### config.mk
export PLATFORM = sky130hd
export DESIGN_NAME = lpm_ctrl
export DESIGN_NICKNAME = d
export VERILOG_FILES = /design/src/rtl/lpm_pkg.sv /design/src/rtl/lpm_mode_fsm.sv /design/src/rtl/lpm_io_retain.sv /design/src/rtl/lpm_mem_gate.sv /design/src/rtl/lpm_ctrl.sv
export SDC_FILE = /design/constraint.sdc
export NUM_CORES = 1
export LEC_CHECK = 0
export ABC_AREA = 0
export BUFFER_PORTS_ARGS = -buffer_cell sky130_fd_sc_hd__buf_2
export CELL_PAD_IN_SITES_DETAIL_PLACEMENT = 1
export CELL_PAD_IN_SITES_GLOBAL_PLACEMENT = 2
export CORE_MARGIN = 1
export CORE_UTILIZATION = 28
export CTS_CLUSTER_DIAMETER = 60
export DETAILED_ROUTE_END_ITERATION = 10
export GPL_TIMING_DRIVEN = 0
export HOLD_SLACK_MARGIN = 0.08
export MAX_ROUTING_LAYER = met4
export PLACE_DENSITY = 0.79
export SLEW_MARGIN = 20
export SYNTH_ARGS = -nofsm -noshare
export SYNTH_HDL_FRONTEND = slang
export SYNTH_HIERARCHICAL = 1
export SYNTH_SLANG_ARGS = --single-unit
### constraint.sdc
create_clock -name clk -period 1.9 [get_ports clk]
set_clock_uncertainty 0.15 [all_clocks]
set_input_delay 0.285 -clock clk [delete_from_list [all_inputs] [get_ports clk]]
set_output_delay 0.285 -clock clk [all_outputs]
set_load 0.005 [all_outputs]
### src/rtl/lpm_pkg.sv
package lpm_pkg;
  typedef enum logic [1:0] {
    PM_RUN     = 2'd0,
    PM_STOP    = 2'd1,
    PM_STANDBY = 2'd2
  } pmode_e;
endpackage

### src/rtl/lpm_mode_fsm.sv
module lpm_mode_fsm
  import lpm_pkg::*;
(
  input  logic   clk,
  input  logic   rst_por,
  input  logic   rst_sys,
  input  logic   sleep_req,
  input  logic   sel_standby,
  input  logic   wake,
  input  logic   flag_clr,
  output pmode_e mode_q,
  output pmode_e mode_d,
  output logic   enter_stop,
  output logic   enter_sby,
  output logic   stop_flag,
  output logic   sby_flag
);
  logic any_rst;
  logic enter;
  logic clr_cmd;

  assign any_rst    = rst_por | rst_sys;
  assign enter      = sleep_req && (mode_q == PM_RUN) && !any_rst;
  assign enter_stop = enter && !sel_standby;
  assign enter_sby  = enter && sel_standby;

  always_comb begin
    mode_d = mode_q;
    if (any_rst)                          mode_d = PM_RUN;
    else if (enter)                       mode_d = sel_standby ? PM_STANDBY : PM_STOP;
    else if (wake && mode_q != PM_RUN)    mode_d = PM_RUN;
  end

  always_ff @(posedge clk) begin
    mode_q <= mode_d;
  end

  // self-clearing command bit: lives for exactly one cycle per strobe
  always_ff @(posedge clk) begin
    if (any_rst) clr_cmd <= 1'b0;
    else         clr_cmd <= flag_clr;
  end

  always_ff @(posedge clk) begin
    if (any_rst)         stop_flag <= 1'b0;
    else if (enter_stop) stop_flag <= 1'b1;
    else if (clr_cmd)    stop_flag <= 1'b0;
  end

  // standby flag survives the system reset
  always_ff @(posedge clk) begin
    if (rst_por)                    sby_flag <= 1'b0;
    else if (enter_sby)             sby_flag <= 1'b1;
    else if (clr_cmd && !rst_sys)   sby_flag <= 1'b0;
  end

  a_r1_standby_select: assert property (@(posedge clk) disable iff (rst_por || rst_sys)
    (sleep_req && sel_standby && mode_q == PM_RUN) |=> (mode_q == PM_STANDBY));
  a_r1_busy_ignored: assert property (@(posedge clk) disable iff (rst_por || rst_sys)
    (sleep_req && !wake && mode_q != PM_RUN) |=> $stable(mode_q));
  a_r2_wake_to_run: assert property (@(posedge clk) disable iff (rst_por || rst_sys)
    (wake && mode_q != PM_RUN) |=> (mode_q == PM_RUN));
  a_r3_stop_flag_set: assert property (@(posedge clk) disable iff (rst_por || rst_sys)
    (sleep_req && !sel_standby && mode_q == PM_RUN) |=> stop_flag);
  a_r4_sby_keeps_sys: assert property (@(posedge clk) disable iff (rst_por)
    (rst_sys && sby_flag) |=> sby_flag);
  a_r5_clear_acts: assert property (@(posedge clk) disable iff (rst_por || rst_sys)
    (clr_cmd && !enter) |=> (!stop_flag && !sby_flag));
  a_r6_set_wins: assert property (@(posedge clk) disable iff (rst_por || rst_sys)
    (clr_cmd && enter) |=> (stop_flag || sby_flag));
endmodule

### src/rtl/lpm_io_retain.sv
module lpm_io_retain #(
  parameter int W = 8
) (
  input  logic         clk,
  input  logic         rst,
  input  logic         capture,
  input  logic         free_en,
  input  logic [W-1:0] live,
  output logic [W-1:0] pad
);
  logic         held;
  logic [W-1:0] snap;

  always_ff @(posedge clk) begin
    if (rst)          held <= 1'b0;
    else if (capture) held <= 1'b1;
    else if (free_en) held <= 1'b0;
  end

  always_ff @(posedge clk) begin
    if (rst)          snap <= '0;
    else if (capture) snap <= live;
  end

  assign pad = held ? snap : live;

  a_r7_snap_frozen: assert property (@(posedge clk) disable iff (rst)
    (held && !capture) |=> (!held || $stable(snap)));
  a_r8_hold_through_wake: assert property (@(posedge clk) disable iff (rst)
    (held && !free_en) |=> held);
endmodule

### src/rtl/lpm_mem_gate.sv
module lpm_mem_gate
  import lpm_pkg::*;
#(
  parameter int N = 5
) (
  input  logic         clk,
  input  logic         rst,
  input  pmode_e       mode_d,
  input  pmode_e       mode_q,
  input  logic [N-1:0] cfg,
  output logic [N-1:0] off
);
  logic stop_next;
  assign stop_next = (mode_d == PM_STOP);

  for (genvar i = 0; i < N; i++) begin : g_bank
    logic q;
    always_ff @(posedge clk) begin
      if (rst) q <= 1'b0;
      else     q <= cfg[i] & stop_next;
    end
    assign off[i] = q;
  end

  a_r11_off_only_in_stop: assert property (@(posedge clk) disable iff (rst)
    (mode_q != PM_STOP) |-> (off == '0));
endmodule

### src/rtl/lpm_ctrl.sv
module lpm_ctrl
  import lpm_pkg::*;
#(
  parameter int IO_W   = 16,
  parameter int JTAG_W = 5,
  parameter int MEM_N  = 5
) (
  input  logic              clk,
  input  logic              rst_por,
  input  logic              rst_sys,
  input  logic              sleep_req,
  input  logic              sel_standby,
  input  logic              wake,
  input  logic              flag_clr,
  input  logic              dbg_hold,
  input  logic              io_ret_en,
  input  logic              jtag_ret_en,
  input  logic [IO_W-1:0]   io_live,
  input  logic [JTAG_W-1:0] jtag_live,
  input  logic [MEM_N-1:0]  mem_so_cfg,
  output logic              stop_flag,
  output logic              sby_flag,
  output logic [IO_W-1:0]   io_pad,
  output logic [JTAG_W-1:0] jtag_pad,
  output logic [MEM_N-1:0]  mem_off
);
  pmode_e mode_q;
  pmode_e mode_d;
  logic   enter_stop;
  logic   enter_sby;
  logic   any_rst;
  logic   in_run;
  logic   cap_io;
  logic   cap_jtag;

  assign any_rst  = rst_por | rst_sys;
  assign in_run   = (mode_q == PM_RUN);
  assign cap_io   = enter_sby & io_ret_en & ~dbg_hold;
  assign cap_jtag = enter_sby & jtag_ret_en & ~dbg_hold;

  lpm_mode_fsm u_fsm (
    .clk        (clk),
    .rst_por    (rst_por),
    .rst_sys    (rst_sys),
    .sleep_req  (sleep_req),
    .sel_standby(sel_standby),
    .wake       (wake),
    .flag_clr   (flag_clr),
    .mode_q     (mode_q),
    .mode_d     (mode_d),
    .enter_stop (enter_stop),
    .enter_sby  (enter_sby),
    .stop_flag  (stop_flag),
    .sby_flag   (sby_flag)
  );

  lpm_io_retain #(.W(IO_W)) u_io_ret (
    .clk    (clk),
    .rst    (any_rst),
    .capture(cap_io),
    .free_en(in_run),
    .live   (io_live),
    .pad    (io_pad)
  );

  lpm_io_retain #(.W(JTAG_W)) u_jtag_ret (
    .clk    (clk),
    .rst    (any_rst),
    .capture(cap_jtag),
    .free_en(in_run),
    .live   (jtag_live),
    .pad    (jtag_pad)
  );

  lpm_mem_gate #(.N(MEM_N)) u_mem (
    .clk   (clk),
    .rst   (any_rst),
    .mode_d(mode_d),
    .mode_q(mode_q),
    .cfg   (mem_so_cfg),
    .off   (mem_off)
  );

  a_r10_debug_blocks: assert property (@(posedge clk) disable iff (any_rst)
    (enter_sby && dbg_hold) |=> (io_pad == io_live && jtag_pad == jtag_live));
  a_r3_stop_entry_flag: assert property (@(posedge clk) disable iff (any_rst)
    enter_stop |=> (stop_flag && mode_q == PM_STOP));
endmodule

# After elaboration in Yosys (flattened, before gate mapping)
# Cells that the tools add are included.
dict set report word_totals {
  output_inout_bits 28
  ff_bits 33
  inputBits 36
}
dict set report classes {
  n_eq_ne 1
  reduce_logical 15
  mux 13
  bitwise 11
}
# cell n
set ops {}
lappend ops {{$mux 16} 1}
lappend ops {{$reduce_bool 2->1} 5}
lappend ops {{$and 1x1->1} 9}
lappend ops {{$mux 2} 4}
lappend ops {{$mux 1} 7}
lappend ops {{$logic_and 1x1->1} 6}
lappend ops {{$mux 5} 1}
lappend ops {{$logic_not 1->1} 3}
lappend ops {{$eq 2x1->1 const B} 1}
lappend ops {{$logic_not 2->1} 1}
lappend ops {{$not 1->1} 1}
lappend ops {{$or 1x1->1} 1}

# Longest topological paths before layout
dict set report logic_depth {
  depth_word 7
  mapped_depth 8
}

# Modules after synthesis
# The synthesis kept the hierarchy.
# module area_each_um2 cells_each instances seq_area_each_um2
set by_module_without_submodules {}
lappend by_module_without_submodules {{lpm_io_retain (u_io_ret)} 860.8 74 1 340.3}
lappend by_module_without_submodules {{lpm_io_retain (u_jtag_ret)} 267.8 25 1 120.1}
lappend by_module_without_submodules {lpm_mem_gate 200.2 15 1 100.1}
lappend by_module_without_submodules {lpm_mode_fsm 185.2 19 1 100.1}
lappend by_module_without_submodules {lpm_ctrl 27.5 4 1 0.0}

# Worst setup path after synthesis
# Ideal clock, no wire load.
dict set report synth_timing {
  kind {register -> register}
  from {register u_fsm.mode_q[1]}
  to {register u_io_ret.snap[10]}
  path_slack_ns 0.343
  synth_period_minus_slack_ns 1.557
  required_ns 1.633
  arrival_time_ns 1.289
  stages_incl_launch_ff 9
  path_cell_list {dfxtp_1 > nor2_1 > nand4_1 > inv_1 > and3b_1 > buf_6 > buf_8 > mux2i_1 > nor2_1}
}
dict set report synth_between {
  elab_chain_len 6
}
# item line_no
set synth_lines {}
lappend synth_lines {{start, declared} lpm_mode_fsm.sv:11} ;# output pmode_e mode_q,
lappend synth_lines {{start signal, assigned} lpm_mode_fsm.sv:35} ;# mode_q <= mode_d;
lappend synth_lines {{$logic_not 2->1} lpm_mode_fsm.sv:23} ;# assign enter = sleep_req && (mode_q == PM_RUN) && !any_rst;
lappend synth_lines {{$logic_and 1x1->1 (2 in a row)} lpm_mode_fsm.sv:23}
lappend synth_lines {{$logic_and 1x1->1} lpm_mode_fsm.sv:25} ;# assign enter_sby = enter && sel_standby;
lappend synth_lines {{via enter_sby} lpm_ctrl.sv:30} ;# logic enter_sby;
lappend synth_lines {{$and 1x1->1 (2 in a row)} lpm_ctrl.sv:38} ;# assign cap_io = enter_sby & io_ret_en & ~dbg_hold;
lappend synth_lines {{via cap_io} lpm_ctrl.sv:33} ;# logic cap_io;
lappend synth_lines {{end signal, assigned} lpm_io_retain.sv:22} ;# else if (capture) snap <= live;
lappend synth_lines {{end, declared} lpm_io_retain.sv:12} ;# logic [W-1:0] snap;
# The timed path passes the listed nets, and every way through them passes these cells.
# A chain may end at the register's enable or synchronous reset.

# Final worst setup path
dict set report layout_timing {
  from {register u_io_ret.held}
  to {output port io_pad[7]}
}
dict set report layout_between {
  elab_chain_len 1
}
# item line_no
set layout_lines {}
lappend layout_lines {{start, declared} lpm_io_retain.sv:11} ;# logic held;
lappend layout_lines {{start signal, assigned} lpm_io_retain.sv:15} ;# if (rst) held <= 1'b0;
lappend layout_lines {{start signal, assigned} lpm_io_retain.sv:16} ;# else if (capture) held <= 1'b1;
lappend layout_lines {{start signal, assigned} lpm_io_retain.sv:17} ;# else if (free_en) held <= 1'b0;
lappend layout_lines {{$mux 16} lpm_io_retain.sv:25} ;# assign pad = held ? snap : live;
lappend layout_lines {{end, declared} lpm_ctrl.sv:23} ;# output logic [IO_W-1:0] io_pad,
# No other way between the ends.

==> impl_metrics.tcl <==
set metrics [dict create \
    ant_nets 0 \
    async_flop_share 0 \
    cp_max_fo 10 \
    slew_headroom 0.725 \
    dpl.hpwl_microns 2490 \
    fp-row-count 26 \
    antenna_found_initial 0 \
    hp-class "primary input to register" \
    worstPathRequired_ns 1.46 \
    maxSlewViolCount 0 \
    gr-total-overflow 0 \
    die_area_sq_um 5810 \
    placed_area_sq_um 1940 \
    maxCapViolCount 0 \
    synthCells 137 \
    total_power_mw 1.36 \
    grt_pass1_vias 1262 \
    diodes 0 \
    fin_crit_ns 1.76 \
    dr.pass1.iters 3 \
    root_buffer "clkbuf_8" \
    post_drt_wl_per_cell_microns 11.8 \
    worstMarginPinSlew_ns 0.412 \
    numPortBuffers 63 \
    yosysTopAreaCellShare 0.429 \
    nNetsFinal 245 \
    synth_edf_count 0 \
    power_density_nw_per_um2 664 \
    finalHoldViolations 0 \
    syn-cell-area_sq_um 1540 \
    synth-seq-cells 33 \
    worstHoldStart "jtag_live[0]" \
    clock_sinks 33 \
    insertion_delay_ns 0.27 \
    worstReg2RegStart "u_fsm/mode_q[1]$_DFF_P_" \
    cts_buffer_depth 2 \
    synth.most_common_cell "dfxtp_1" \
    cp-startpoint "u_io_ret/held$_SDFFE_PP0P_" \
    core-area_sq_um 5200 \
    drive_above_1_share 0.545 \
    vias 1220 \
    yosys-top-cells-area "dfxtp_1 43%, mux2i_1 14%, mux2_4 9.7%" \
    peakVddDrop_v 0.000259 \
    synth-main-ff-cell "dfxtp_1" \
    grt_pass1_wl_microns 5580 \
    ys_seq_area_frac 0.429 \
    synth_common_cells "33 x dfxtp_1, 23 x nor2_1, 21 x mux2i_1" \
    cts_tree "done" \
    arrival_ns 1.33 \
    leakagePower_nw 0.884 \
    drc 0 \
    fillCellCount 613 \
    ys_warn_count 6 \
    wl_microns 3290 \
    finalCritPeriodShare 0.927 \
    fmax_mhz 568 \
    die_w_microns 76.2 \
    place.gp.congestion 0.669 \
    ys_types 25 \
    worst_setup_path_start_kind "register" \
    htree_levels 2 \
    ios 64 \
    seqCellArea_sq_um 661 \
    multi_input_area_sq_um 756 \
    first_iter_violations 32 \
    viasPerCell 4.37 \
    synth_largest_area_cell "dfxtp_1" \
    outcome "finished clean" \
    numCtsBuffers 5 \
    final_area_sq_um 2050 \
    area_growth_pct 33.0 \
    syn_avg_cell_area_sq_um 11.3 \
    track_usage 0.125 \
    critPathKind "register to primary output" \
    dieHeight_microns 76.2 \
    path_clk_slew_ns 0.06 \
    synth_nets 173 \
    initial_utilization 0.296 \
    end_kind "primary output" \
    setup_viol 0 \
    grt_max_degree 13 \
]
==> power by group <==
group	switching (mW)	leakage, nW	internal [mW]
Combinational	0.0564	0.573	0.0843
Sequential	0.00332	0.266	0.698
Clock	0.233	0.0443	0.287
==> layout make-up <==
| cell class | count | area share |
|---|---|---|
| buffer | 12 | 0.0549 |
| clock buffer | 7 | 0.0421 |
| inverter | 4 | 0.00732 |
| multi-input combinational | 88 | 0.369 |
| sequential | 33 | 0.322 |
| tap | 70 | 0.0427 |
| timing repair buffer | 65 | 0.162 |
==> repair_timing <==
action,CTS,global route
setup endpoints to repair,0,6
hold buffers,1,0
hold endpoints to repair,1,0
buffers inserted,0,1
resized for setup,0,1
==> registers in the layout, indices dropped and copies added, names as in the netlist <==
name             count
u_fsm/clr_cmd        1
u_mem/g_bank.q       5
u_fsm/mode_q         2
u_fsm/stop_flag      1
u_fsm/sby_flag       1
u_jtag_ret/held      1
u_io_ret/snap       16
u_io_ret/held        1
u_jtag_ret/snap      5
==> cells by family (layout without fill, tap and decap cells) <==
logic type | Yosys count | count (layout) | share of synthesized area
buffers and inverters | 16 | 88 | 0.0828
flip-flops | 33 | 33 | 0.429
AND/OR/NAND/NOR | 40 | 40 | 0.150
AO/OA/AOI/OAI | 6 | 6 | 0.0244
multiplexers | 42 | 42 | 0.314
==> layout by cell type (no fill, tap or decap), drive strengths merged <==
master / netlist / routed
nor2: 24 / 24
nand2b: 2 / 2
and3b: 2 / 2
and2: 1 / 1
nand2: 2 / 2
inv: 4 / 4
and4b: 1 / 1
a21o: 1 / 1
a21oi: 2 / 2
mux2: 21 / 21
and4bb: 5 / 5
nor3: 1 / 1
dlygate4sd3: 0 / 1
a31o: 1 / 1
buf: 12 / 76
mux2i: 21 / 21
dfxtp: 33 / 33
o21ai: 2 / 2
nand4: 1 / 1
clkbuf: 0 / 7
or2: 1 / 1
==> final timing paths <==
path              slack, ns                               to  cells after the start
hold reg to reg        0.34    u_io_ret/snap[1]$_SDFFE_PP0P_                      2
setup / recovery       0.14                        io_pad[7]                      4
hold / removal         0.11  u_jtag_ret/snap[0]$_SDFFE_PP0P_                      3
setup reg to reg       0.19    u_io_ret/snap[4]$_SDFFE_PP0P_                      8
==> per-stage QoR <==
stage / setup WS, ns / TNS [ns] / hold WS, ns / utilization / cells
after floorplan: 0.343 / 0 / 0.246 / - / 137
after global placement: -0.0143 / -0.0958 / 0.318 / 0.374 / 270
after detailed placement: -0.0157 / -0.0309 / 0.330 / 0.374 / 270
after CTS: 0.108 / 0 / 0.0928 / 0.392 / 278
after global routing: -0.00609 / -0.00742 / 0.112 / 0.394 / 279
final: 0.140 / 0 / 0.108 / 0.394 / 279
==> routing by layer <==
layer,GRT usage,up-vias,part of all wire
li1,-,609,-
met1,0.144,555,0.48
met2,0.202,52,0.45
met4,0.0462,0,0.0076
met5,-,-,0
met3,0.0419,4,0.066
==> critical path: stages, from the launching register on <==
cell and delay [ns]:
dfxtp_1 0.33, buf_6 0.15, buf_12 0.15, mux2_4 0.30, buf_2 0.13
(Power assumes the default switching activity.)
